**src/rtl/rxfilt_pkg.sv**
```systemverilog
package rxfilt_pkg;
  localparam int ADDR_W = 48;
  localparam int HALF_W = 16;
  localparam int NWORDS = ADDR_W / HALF_W;
  localparam int ERR_W = 7;
  localparam int CTL_W = 5;

  typedef enum logic [1:0] {
    CLS_REJ   = 2'd0,
    CLS_UNI   = 2'd1,
    CLS_MULTI = 2'd2,
    CLS_BCAST = 2'd3
  } dest_cls_e;

  typedef struct packed {
    logic       capture;
    logic       staLoad;
    logic [1:0] staSel;
  } rxf_strobe_t;
endpackage

```
**src/rtl/rxfilt_ctrl.sv**
```systemverilog
module rxfilt_ctrl
  import rxfilt_pkg::*;
(
  input  logic        clk,
  input  logic        rstN,
  input  logic        frameDone,
  input  logic        staWe,
  input  logic [1:0]  staSel,
  output rxf_strobe_t stb,
  output logic        resultValid
);
  always_comb begin
    stb.capture = frameDone;
    stb.staLoad = staWe;
    stb.staSel  = staSel;
  end

  always_ff @(posedge clk) begin
    if (!rstN) resultValid <= 1'b0;
    else       resultValid <= frameDone;
  end

  AST_VALID_FOLLOWS: assert property (@(posedge clk) disable iff (!rstN)
    frameDone |=> resultValid);
  AST_VALID_SOURCED: assert property (@(posedge clk) disable iff (!rstN)
    resultValid |-> $past(frameDone));
endmodule

```
**src/rtl/rxfilt_dp.sv**
```systemverilog
module rxfilt_dp
  import rxfilt_pkg::*;
#(
  parameter int LEN_W   = 12,
  parameter int MAX_LEN = 1518,
  parameter int MIN_LEN = 64
) (
  input  logic                 clk,
  input  logic                 rstN,
  input  rxf_strobe_t          stb,
  input  logic [HALF_W-1:0]    staData,
  input  logic [CTL_W-1:0]     filtCtl,
  input  logic [ADDR_W-1:0]    dstAddr,
  input  logic [LEN_W-1:0]     frameLen,
  input  logic [ERR_W-1:0]     errIn,
  output logic                 accept,
  output logic [1:0]           destClass,
  output logic                 stsWrite,
  output logic [31:0]          stsWord
);
  localparam logic [LEN_W-1:0] MAX_L = LEN_W'(MAX_LEN);
  localparam logic [LEN_W-1:0] MIN_L = LEN_W'(MIN_LEN);

  logic [HALF_W-1:0] staWord [NWORDS];
  logic [ADDR_W-1:0] staVec;

  for (genvar k = 0; k < NWORDS; k++) begin : g_sta
    always_ff @(posedge clk) begin
      if (!rstN) staWord[k] <= '0;
      else if (stb.staLoad && stb.staSel == 2'(k)) staWord[k] <= staData;
    end
    assign staVec[k*HALF_W +: HALF_W] = staWord[k];
  end

  logic isBcast, isMcast, staHit, keep, isLong, isRunt, anyErr;
  dest_cls_e cls;
  logic [31:0] wordNext;

  always_comb begin
    isBcast = &dstAddr;
    isMcast = !isBcast && dstAddr[0];
    staHit  = (dstAddr == staVec);
    if (isBcast)      cls = CLS_BCAST;
    else if (isMcast) cls = CLS_MULTI;
    else              cls = CLS_UNI;
    unique case (cls)
      CLS_BCAST: keep = filtCtl[3];
      CLS_MULTI: keep = filtCtl[2];
      default:   keep = filtCtl[1] || (filtCtl[0] && staHit);
    endcase
    keep   = keep && filtCtl[4];
    isLong = frameLen > MAX_L;
    isRunt = frameLen < MIN_L;
    anyErr = (|errIn) || isLong || isRunt;

    wordNext          = '0;
    wordNext[31]      = 1'b1;
    wordNext[27]      = !anyErr;
    wordNext[26]      = errIn[6];
    wordNext[25]      = errIn[5];
    wordNext[24:23]   = cls;
    wordNext[22]      = isLong;
    wordNext[21]      = isRunt;
    wordNext[20:16]   = errIn[4:0];
    wordNext[LEN_W-1:0] = frameLen;
  end

  always_ff @(posedge clk) begin
    if (!rstN) begin
      accept    <= 1'b0;
      destClass <= CLS_REJ;
      stsWrite  <= 1'b0;
      stsWord   <= '0;
    end else if (stb.capture) begin
      accept    <= keep;
      destClass <= keep ? cls : CLS_REJ;
      stsWrite  <= keep;
      stsWord   <= keep ? wordNext : '0;
    end else begin
      stsWrite  <= 1'b0;
      stsWord   <= '0;
    end
  end

  AST_DISABLED_REJECTS: assert property (@(posedge clk) disable iff (!rstN)
    stb.capture && !filtCtl[4] |=> !accept && destClass == CLS_REJ && !stsWrite);
  AST_OWNED_ON_WRITE: assert property (@(posedge clk) disable iff (!rstN)
    stsWrite |-> stsWord[31] && stsWord[24:23] != 2'd0);
  AST_GOOD_IMPLIES_CLEAN: assert property (@(posedge clk) disable iff (!rstN)
    stsWord[27] |-> stsWord[26:25] == 2'd0 && stsWord[22:16] == 7'd0);
  AST_COUNT_COPIED: assert property (@(posedge clk) disable iff (!rstN)
    stb.capture |=> (stsWrite ? stsWord[LEN_W-1:0] == $past(frameLen) : stsWord == 32'd0));
  AST_LONG_FLAGGED: assert property (@(posedge clk) disable iff (!rstN)
    stb.capture && frameLen > MAX_L |=> !stsWrite || stsWord[22]);
  AST_BCAST_CLASS: assert property (@(posedge clk) disable iff (!rstN)
    stb.capture && (&dstAddr) && filtCtl[4] && filtCtl[3] |=> destClass == CLS_BCAST);
endmodule

```
**src/rtl/rxfilt_top.sv**
```systemverilog
module rxfilt_top
  import rxfilt_pkg::*;
#(
  parameter int LEN_W   = 12,
  parameter int MAX_LEN = 1518,
  parameter int MIN_LEN = 64
) (
  input  logic              clk,
  input  logic              rstN,
  input  logic              staWe,
  input  logic [1:0]        staSel,
  input  logic [15:0]       staData,
  input  logic [4:0]        filtCtl,
  input  logic              frameDone,
  input  logic [47:0]       dstAddr,
  input  logic [LEN_W-1:0]  frameLen,
  input  logic [6:0]        errIn,
  output logic              resultValid,
  output logic              accept,
  output logic [1:0]        destClass,
  output logic              stsWrite,
  output logic [31:0]       stsWord
);
  rxf_strobe_t stb;

  rxfilt_ctrl u_ctrl (
    .clk(clk), .rstN(rstN), .frameDone(frameDone),
    .staWe(staWe), .staSel(staSel), .stb(stb), .resultValid(resultValid)
  );

  rxfilt_dp #(.LEN_W(LEN_W), .MAX_LEN(MAX_LEN), .MIN_LEN(MIN_LEN)) u_dp (
    .clk(clk), .rstN(rstN), .stb(stb), .staData(staData), .filtCtl(filtCtl),
    .dstAddr(dstAddr), .frameLen(frameLen), .errIn(errIn),
    .accept(accept), .destClass(destClass), .stsWrite(stsWrite), .stsWord(stsWord)
  );

  AST_WRITE_IN_VALID: assert property (@(posedge clk) disable iff (!rstN)
    stsWrite |-> resultValid && accept);
endmodule

```
**config.mk**
```make
export PLATFORM = sky130hd
export DESIGN_NAME = rxfilt_top
export DESIGN_NICKNAME = d
export VERILOG_FILES = /design/src/rtl/rxfilt_pkg.sv /design/src/rtl/rxfilt_ctrl.sv /design/src/rtl/rxfilt_dp.sv /design/src/rtl/rxfilt_top.sv
export SDC_FILE = /design/constraint.sdc
export NUM_CORES = 1
export LEC_CHECK = 0
export BUFFER_PORTS_ARGS = -buffer_cell sky130_fd_sc_hd__buf_2
export CAP_MARGIN = 40
export CORE_MARGIN = 10
export CORE_UTILIZATION = 31
export DETAILED_ROUTE_END_ITERATION = 6
export GPL_TIMING_DRIVEN = 1
export PLACE_DENSITY_LB_ADDON = 0.08
export SLEW_MARGIN = 20
export SYNTH_ARGS = -nofsm -noshare
export SYNTH_HDL_FRONTEND = slang
export SYNTH_HIERARCHICAL = 1
export SYNTH_SLANG_ARGS = --single-unit
```
**constraint.sdc**
```tcl
create_clock -name clk -period 2.87 [get_ports clk]
set_input_delay 0.861 -clock clk [delete_from_list [all_inputs] [get_ports clk]]
set_output_delay 0.861 -clock clk [all_outputs]
set_load 0.005 [all_outputs]
```
==> impl_metrics.tcl <==
set metrics [dict create \
    synth_top_area_share 0.387 \
    detail_route.wl_per_cell_microns 19.4 \
    setup_ws_ps 335 \
    finalNonFillerCells 594 \
    coreArea_sq_um 11600 \
    cp.required_ps 3140 \
    end_kind "register" \
    worst_slew_pin_slew_ps 684 \
    powerDensity_nw_per_um2 550 \
    synth_ff_type "edfxtp_1" \
    final-setup-viol-count 0 \
    die_h_microns 130 \
    place.gp.congestion 0.911 \
    dpl.hpwl_microns 9110 \
    synth_compound_area_frac 0.0806 \
    synth.cell_area_sq_um 3720 \
    vias 2900 \
    synth_top_family_by_area "simple AND/OR/NAND/NOR gates" \
    fill_cells 1151 \
    slew_headroom 0.540 \
    seq_area_frac_synth 0.543 \
    cap_violations 0 \
    finClkSkew_ps 9.40 \
    ys_ff_latch 77 \
    portBuffers 123 \
    dpl_cell_area_sq_um 4500 \
    synth.area.mux_share 0 \
    synthArstFlopShare 0 \
    yosys.cell_types.count 40 \
    die_area_sq_um 16800 \
    post-place-ws_ps -54.2 \
    synth_edf_count 48 \
    placedCellCount 578 \
    ctsResizeCount 0 \
    fin_nets 540 \
    drv_slew 0 \
    overflow 0 \
    cts_buffers 9 \
    clockBufferDepth 2 \
    htreeDepth 3 \
    die_w_microns 130 \
    grt_usage 0.138 \
    regArea_sq_um 2020 \
    rsz0062_at_grt "no" \
    crit_fanout 16 \
    drtIter0Drc 203 \
    cts_root_buf "clkbuf_16" \
    grt_pass1_wl_microns 17400 \
    avgSynthCellArea_sq_um 11.8 \
    synth_fa_ha_area_frac 0 \
    synth_area_leaders "edfxtp_1, dfxtp_1, xor2_1" \
    cp_cell_sequence "buf_2 > xor2_1 > nor4_1 > buf_4 > nand3_1 > or4_1 > buf_4 > buf_4 > a21oi_2" \
    finalCriticalPeriod_ps 2530 \
    synth_cells 317 \
    syn2layout_area_growth_pct 28.5 \
    leakagePower_nw 2.00 \
    slowest_stage "or4_1" \
    hold_viol 0 \
    fin_util 0.412 \
    multi_input_area_sq_um 1540 \
    clk_pin_slew_ps 60 \
    critPathArrivalTime_ps 2810 \
    fin_crit_sh 0.883 \
    ant_nets 0 \
    grt_pass1_vias 3235 \
    critPathKind "in2reg" \
    route.detailed.drc 0 \
    max_stage_delay_ps 520 \
    start_kind "primary input" \
    layout-drive-gt1-share 0.404 \
    status "finished, final reports clean" \
    ioPinCount 131 \
    synth_xor_area_frac 0.113 \
    initial_core_util 0.321 \
    row_count 39 \
    worst_path_most_repeated_cell "buf_4" \
    wl_microns 11500 \
    synthSimpleGateAreaFrac 0.211 \
    grt_max_degree 27 \
    ys_warn_count 6 \
    yosys.area.top_type "edfxtp_1" \
    first_pass_iters 4 \
    antenna_found_initial 0 \
    clock-sinks 77 \
    max_freq_ghz 0.394 \
    yosysMostFrequentCell "and2_1" \
    irDropWorstVdd_mv 0.459 \
    cts_tree "done" \
    worstSkewPairLatency_ps 340 \
    fin_area_sq_um 4790 \
    synth_common_cells "and2_1, edfxtp_1, xor2_1" \
    insertedDiodeCount 0 \
    post-cts-setup-buffers 0 \
    min_path_type "reg2reg" \
    vias_per_cell 4.88 \
    holdBufCountCts 0 \
]
[power by group]
part           switching (W)  leakage (nW)  internal, W
Combinational       0.000161          1.14     0.000121
Sequential         0.0000270         0.707      0.00124
Clock               0.000444         0.148     0.000641
Total               0.000632          2.00      0.00200
[worst max-delay path, delay by kind of cell]
family	cells	cell delay, ps
compound gates	1	130
xor+xnor	1	180
buf+inv	4	730
simple gates	3	900
[path summary, 6_finish.rpt]
kind	from	to	slack (ps)	cells past startpoint
worst min-delay path	u_dp/destClass[1]	u_dp/destClass[1]	450	1
worst max register to register	u_dp/staWord[0][7]	u_dp/stsWord[10]	590	7
worst min register to register	u_dp/destClass[1]	u_dp/destClass[1]	450	1
worst max-delay path	dstAddr[13]	u_dp/stsWord[10]	340	9
[sequential cells by signal (all words and copies together) (netlist names)]
| register | cells |
|---|---|
| u_dp/stsWord | 24 |
| u_ctrl/resultValid | 1 |
| u_dp/accept | 1 |
| u_dp/destClass | 2 |
| u_dp/staWord | 48 |
| u_dp/stsWrite | 1 |
[cell families (layout without fill, tap and decap cells)]
family	Yosys count	after routing
other	1	7
buffers and inverters	28	156
and+or+nand+nor	127	127
xor gates and xnor gates	48	48
AOI/OAI and AO/OA	36	36
DFF	77	77
[cell usage in the layout, fill, tap and decap left out, types with 3 or more instances in the layout]
master,n
a21oi_2,20
and2_1,50
buf_2,123
buf_4,14
clkbuf_16,10
conb_1,7
dfxtp_1,29
edfxtp_1,48
nand2_1,6
nand3_1,3
nand4_1,36
nor2_1,3
nor4_1,14
xor2_1,47
[area by class of cell]
| class | instances | share of cell area |
|---|---|---|
| multi-input cells | 218 | 0.321 |
| clock inverters | 5 | 0.00653 |
| clock buffers | 11 | 0.0533 |
| well taps | 143 | 0.0374 |
| flip-flops and latches | 77 | 0.422 |
| inverters | 1 | 0.000784 |
| repair buffers | 139 | 0.159 |
[stage by stage]
stage | total power [W] | hold slack [ps] | TNS [ps]
4_1_cts | 0.00267 | 454 | 0
6_report | 0.00263 | 452 | 0
2_1_floorplan | 0.00142 | 451 | 0
5_1_grt | 0.00274 | 480 | 0
3_3_place_gp | 0.00157 | 441 | 0
3_5_place_dp | 0.00157 | 439 | -339
[per-layer routing]
metal	wire (microns)	vias up	GRT usage
li1	-	1403	-
met1	4660	1364	0.155
met2	5640	118	0.236
met3	1040	15	0.0551
met4	184	0	0.0456
met5	0	-	0
(Power assumes the default switching activity.)
